--- src/rtl/bbpd_pkg.sv ---
package bbpd_pkg;

  typedef enum logic [1:0] {
    PUMP_HOLD = 2'b00,
    PUMP_UP   = 2'b01,
    PUMP_DN   = 2'b10
  } pump_cmd_t;

  typedef struct packed {
    logic up;
    logic dn;
  } lane_vote_t;

endpackage

--- src/rtl/bbpd_history.sv ---
module bbpd_history (
  input  logic clk,
  input  logic rst,
  input  logic take,
  input  logic last_ctr,
  output logic prev_bit,
  output logic primed
);

  always_ff @(posedge clk) begin
    if (rst) begin
      prev_bit <= 1'b0;
      primed   <= 1'b0;
    end else if (take) begin
      prev_bit <= last_ctr;
      primed   <= 1'b1;
    end
  end

endmodule

--- src/rtl/bbpd_lane.sv ---
module bbpd_lane
  import bbpd_pkg::*;
(
  input  logic       qualify,
  input  logic       older_ctr,
  input  logic       newer_ctr,
  input  logic       bnd,
  output lane_vote_t vote
);

  logic edge_seen;

  always_comb begin
    edge_seen = qualify && (older_ctr != newer_ctr);
    vote.up   = edge_seen && (bnd == newer_ctr);
    vote.dn   = edge_seen && (bnd == older_ctr);
  end

endmodule

--- src/rtl/bbpd_tally.sv ---
module bbpd_tally
  import bbpd_pkg::*;
#(
  parameter int LANES = 4
) (
  input  logic [LANES-1:0] up_v,
  input  logic [LANES-1:0] dn_v,
  output pump_cmd_t        cmd
);

  localparam int CW = $clog2(LANES + 1);

  logic [CW-1:0] up_cnt;
  logic [CW-1:0] dn_cnt;

  always_comb begin
    up_cnt = '0;
    dn_cnt = '0;
    for (int i = 0; i < LANES; i++) begin
      up_cnt = up_cnt + CW'(up_v[i]);
      dn_cnt = dn_cnt + CW'(dn_v[i]);
    end
    if (up_cnt > dn_cnt)      cmd = PUMP_UP;
    else if (dn_cnt > up_cnt) cmd = PUMP_DN;
    else                      cmd = PUMP_HOLD;
  end

endmodule

--- src/rtl/bangbang_pd.sv ---
module bangbang_pd
  import bbpd_pkg::*;
#(
  parameter int LANES = 4
) (
  input  logic             clk,
  input  logic             rst,
  input  logic             en,
  input  logic             beat_valid,
  input  logic [LANES-1:0] ctr_smp,
  input  logic [LANES-1:0] bnd_smp,
  output logic             pump_up,
  output logic             pump_dn
);

  logic             hist_prev;
  logic             hist_primed;
  logic [LANES-1:0] up_v;
  logic [LANES-1:0] dn_v;
  pump_cmd_t        beat_cmd;
  pump_cmd_t        cmd_q;

  bbpd_history u_hist (
    .clk      (clk),
    .rst      (rst),
    .take     (beat_valid),
    .last_ctr (ctr_smp[LANES-1]),
    .prev_bit (hist_prev),
    .primed   (hist_primed)
  );

  for (genvar g = 0; g < LANES; g++) begin : g_lane
    lane_vote_t vote;
    if (g == 0) begin : g_first
      bbpd_lane u_lane (
        .qualify   (hist_primed),
        .older_ctr (hist_prev),
        .newer_ctr (ctr_smp[0]),
        .bnd       (bnd_smp[0]),
        .vote      (vote)
      );
    end else begin : g_rest
      bbpd_lane u_lane (
        .qualify   (1'b1),
        .older_ctr (ctr_smp[g-1]),
        .newer_ctr (ctr_smp[g]),
        .bnd       (bnd_smp[g]),
        .vote      (vote)
      );
    end
    assign up_v[g] = vote.up;
    assign dn_v[g] = vote.dn;
  end

  bbpd_tally #(.LANES(LANES)) u_tally (
    .up_v (up_v),
    .dn_v (dn_v),
    .cmd  (beat_cmd)
  );

  always_ff @(posedge clk) begin
    if (rst)                      cmd_q <= PUMP_HOLD;
    else if (beat_valid && en)    cmd_q <= beat_cmd;
    else                          cmd_q <= PUMP_HOLD;
  end

  assign pump_up = (cmd_q == PUMP_UP);
  assign pump_dn = (cmd_q == PUMP_DN);

endmodule

--- config.mk ---
export PLATFORM = sky130hd
export DESIGN_NAME = bangbang_pd
export DESIGN_NICKNAME = d
export VERILOG_FILES = /design/src/rtl/bbpd_pkg.sv /design/src/rtl/bbpd_history.sv /design/src/rtl/bbpd_lane.sv /design/src/rtl/bbpd_tally.sv /design/src/rtl/bangbang_pd.sv
export SDC_FILE = /design/constraint.sdc
export NUM_CORES = 1
export LEC_CHECK = 0
export BUFFER_PORTS_ARGS = -buffer_cell sky130_fd_sc_hd__buf_2
export CAP_MARGIN = 40
export CORE_AREA = 2 2 39 41
export CTS_BUF_LIST = sky130_fd_sc_hd__clkbuf_16
export DETAILED_ROUTE_END_ITERATION = 16
export DIE_AREA = 0 0 41 43
export PLACE_DENSITY = 0.59
export REMOVE_ABC_BUFFERS = 1
export SLEW_MARGIN = 30
export SYNTH_ARGS = -nofsm -noshare
export SYNTH_HDL_FRONTEND = slang
export SYNTH_SLANG_ARGS = --single-unit
--- constraint.sdc ---
create_clock -name clk -period 5.5 [get_ports clk]
set_clock_uncertainty 0.15 [all_clocks]
set_input_delay 1.1 -clock clk [delete_from_list [all_inputs] [get_ports clk]]
set_output_delay 1.1 -clock clk [all_outputs]
set_load 0.02 [all_outputs]
==> impl_results.md <==
- Status: completed
- FF-to-FF setup slack: 2.93 ns
- Rel. slew slack: 87.5%
- Clock Sinks: 4
- CP Depth: 13
- Kind of end point of the critical path: register
- GRT overflow: 0
- Starting Density: 32.7%
- # diodes: 0
- CP arrival: 3.23 ns
- Number of port buffers: 13
- # Post-CTS Setup Buffers: 0
- Final hold slack: 0.324 ns
- HP Start: u_hist.primed
- Tot Pwr: 179 uW
- Worst skew pair latency: 0.22 ns
- Commonest non-fill, non-tap cells in the layout: buf_2, inv_1, nor2_1
- Layout cell share with drive strength beyond 1: 20.8%
- Sequential element share of the synthesized area: 17.7%
- Post-route ant nets: 0
- Worst setup path startpoint: ctr_smp[0]
- Worst setup path endpoint: cmd_q[1]
- Via Count: 407
- Multi-input gate area: 339 sq um
- Initial drt markers: 11
- WP data required: 5.51 ns
- Worst vdd rail ir drop: 0.0000893 V
- Fin. max-slew vios: 0
- Vias in the first global route: 350
- Max Fclk: 0.311 GHz
- Pwr dens: 292 mW/mm^2
- Filler instances: 139
- Die Area: 0.00176 sq mm
- Avg Cell Area, Syn: 7.43 sq um
- DR DRC count: 0
- Initial DRT Pass Iterations: 2
- Endpoints failing setup: 0
- Clock Root Buffer: clkbuf_16
- FF+latch area: 80.1 sq um
- Most common cell after layout, fill and taps aside: buf_2
- WL/cell: 8.68 microns
- Netlist Area Pre-Place: 453 sq um
- Max cap viols: 0
- Slew @ Worst Pin: 0.186 ns
- Area Overhead vs Synth: 35.4%
- Startpoint types: primary input
- Yosys reg bits: 4
- Cell variety after synth: 15
- Yosys Warn Count: 0
- Die X: 41 microns
- Largest net degree at the start of global routing: 8
- Largest stage delay, worst path: 0.38 ns
- Post-CTS Hold Buffers: 0
- Placer Congestion: 0.710
- Final WL: 807 microns
- Worst reg2reg path startpoint: u_hist.prev_bit
- Final period util: 58.4%
- Reg2reg end: cmd_q[1]
- Period minus WS final: 3.21 ns
- Critical Path, Cell by Cell: buf_2 > nand2b_1 > mux2i_1 > and2_1 > ha_1 > inv_1 > fa_1 > inv_1 > ha_1 > ha_1 > nand2_1 > o21ai_0 > and2_1
- H-tree levels: 1
- Finished Core Util: 44.3%
- RSZ-0062 raised after global routing: false
- Core Area: 0.00138 sq mm
- IO Pins: 14
- Slowest cell on the critical path: fa_1
- Clock Tree Buf Depth: 2
- Chip Height: 43 microns
- CP Max Fanout: 6
- Initial antenna violation count: 0
- R2R cell count: 12
- Detail Placement HPWL: 655 microns
- Crit path buf inv count: 3
- Most common cell on crit path: ha_1
- First-pass GRT wire length: 1280 microns
- Setup TNS: 0 ns
- CTS buffer count: 3
- Delay-heaviest family, CP: adder cells
- Post-cts resize count: 0
- CTS tree: built
- Final Hold Viols: 0
- Nets@finish: 100
- Clock Pin Slew Worst Setup and Hold Paths: 0.03 ns
- Row Count: 14
- Leakage power: 0.000330 uW
- Hold Crit Class: register to register
- Critical path class: primary input to register
- Syn Inst Count: 61
- Gr usage total: 10.7%
- Vias per cell: 4.38
==> how the worst min path moves through the flow <==
stage | cells past startpoint | slack, ns | to
2_1_floorplan | 2 | 0.29 | u_hist.primed
3_3_place_gp | 2 | 0.32 | u_hist.primed
3_5_place_dp | 2 | 0.32 | u_hist.primed
4_1_cts | 2 | 0.33 | u_hist.primed
5_1_grt | 2 | 0.33 | u_hist.primed
6_report | 2 | 0.32 | u_hist.primed
==> registers in the layout (all words and copies together), names as in the netlist <==
register	flops
u_hist.prev_bit	1
u_hist.primed	1
cmd_q	2
==> layer usage <==
metal	GRT usage, %	vias to the layer above	share of wire, %
li1	-	231	-
met1	13.9	164	51
met2	15.0	12	44
met3	0	0	5.3
met4	10.0	0	0
met5	0	-	0
==> stage by stage <==
step / worst slack [ns] / instances / area [sq um]
2_1_floorplan: 2.32 / 61 / 453
3_3_place_gp: 2.08 / 90 / 538
3_5_place_dp: 2.05 / 90 / 538
4_1_cts: 2.26 / 93 / 613
5_1_grt: 2.12 / 93 / 613
6_report: 2.29 / 93 / 613
==> power by group <==
group / internal (uW) / switching (uW) / total, uW
logic: 15.7 / 18.2 / 33.9
clock network: 92.8 / 20.0 / 113
registers: 31.2 / 1.04 / 32.3
==> cell type report <==
| class | count | share of cell area (%) |
|---|---|---|
| multi-input combinational | 48 | 55.3 |
| timing repair buffer | 13 | 10.6 |
| tap | 16 | 3.27 |
| sequential | 4 | 13.1 |
| clock buffer | 3 | 12.2 |
| inverter | 9 | 5.51 |
==> logic make-up after synthesis <==
group	after synthesis	synth area share (%)
AO/OA/AOI/OAI	9	10.2
AND/OR/NAND/NOR	27	29.8
adder cells (fa/ha/maj)	9	28.2
multiplexers	3	6.63
buffers and inverters	9	7.46
flip-flops	4	17.7
==> worst reg2reg max path: stages, from the launching register on <==
cell	delay, ns
dfxtp_1	0.34
nand2b_1	0.14
mux2i_1	0.07
and2_1	0.16
ha_1	0.27
inv_1	0.05
fa_1	0.38
inv_1	0.06
ha_1	0.22
ha_1	0.30
nand2_1	0.05
o21ai_0	0.17
and2_1	0.15
==> synthesized netlist by cell type, drive strengths merged <==
master / instances / area share [%]
nor2: 8 / 6.6
dfxtp: 4 / 18
fa: 2 / 8.8
nand2b: 2 / 2.8
inv: 9 / 7.5
nand3b: 1 / 1.7
a31oi: 1 / 1.4
o21ai: 3 / 3.3
nand2: 7 / 5.8
ha: 7 / 19
and2: 3 / 4.1
mux2i: 3 / 6.6
nor3b: 2 / 3.3
a21oi: 5 / 5.5
nor2b: 4 / 5.5
(Power assumes the default switching activity.)
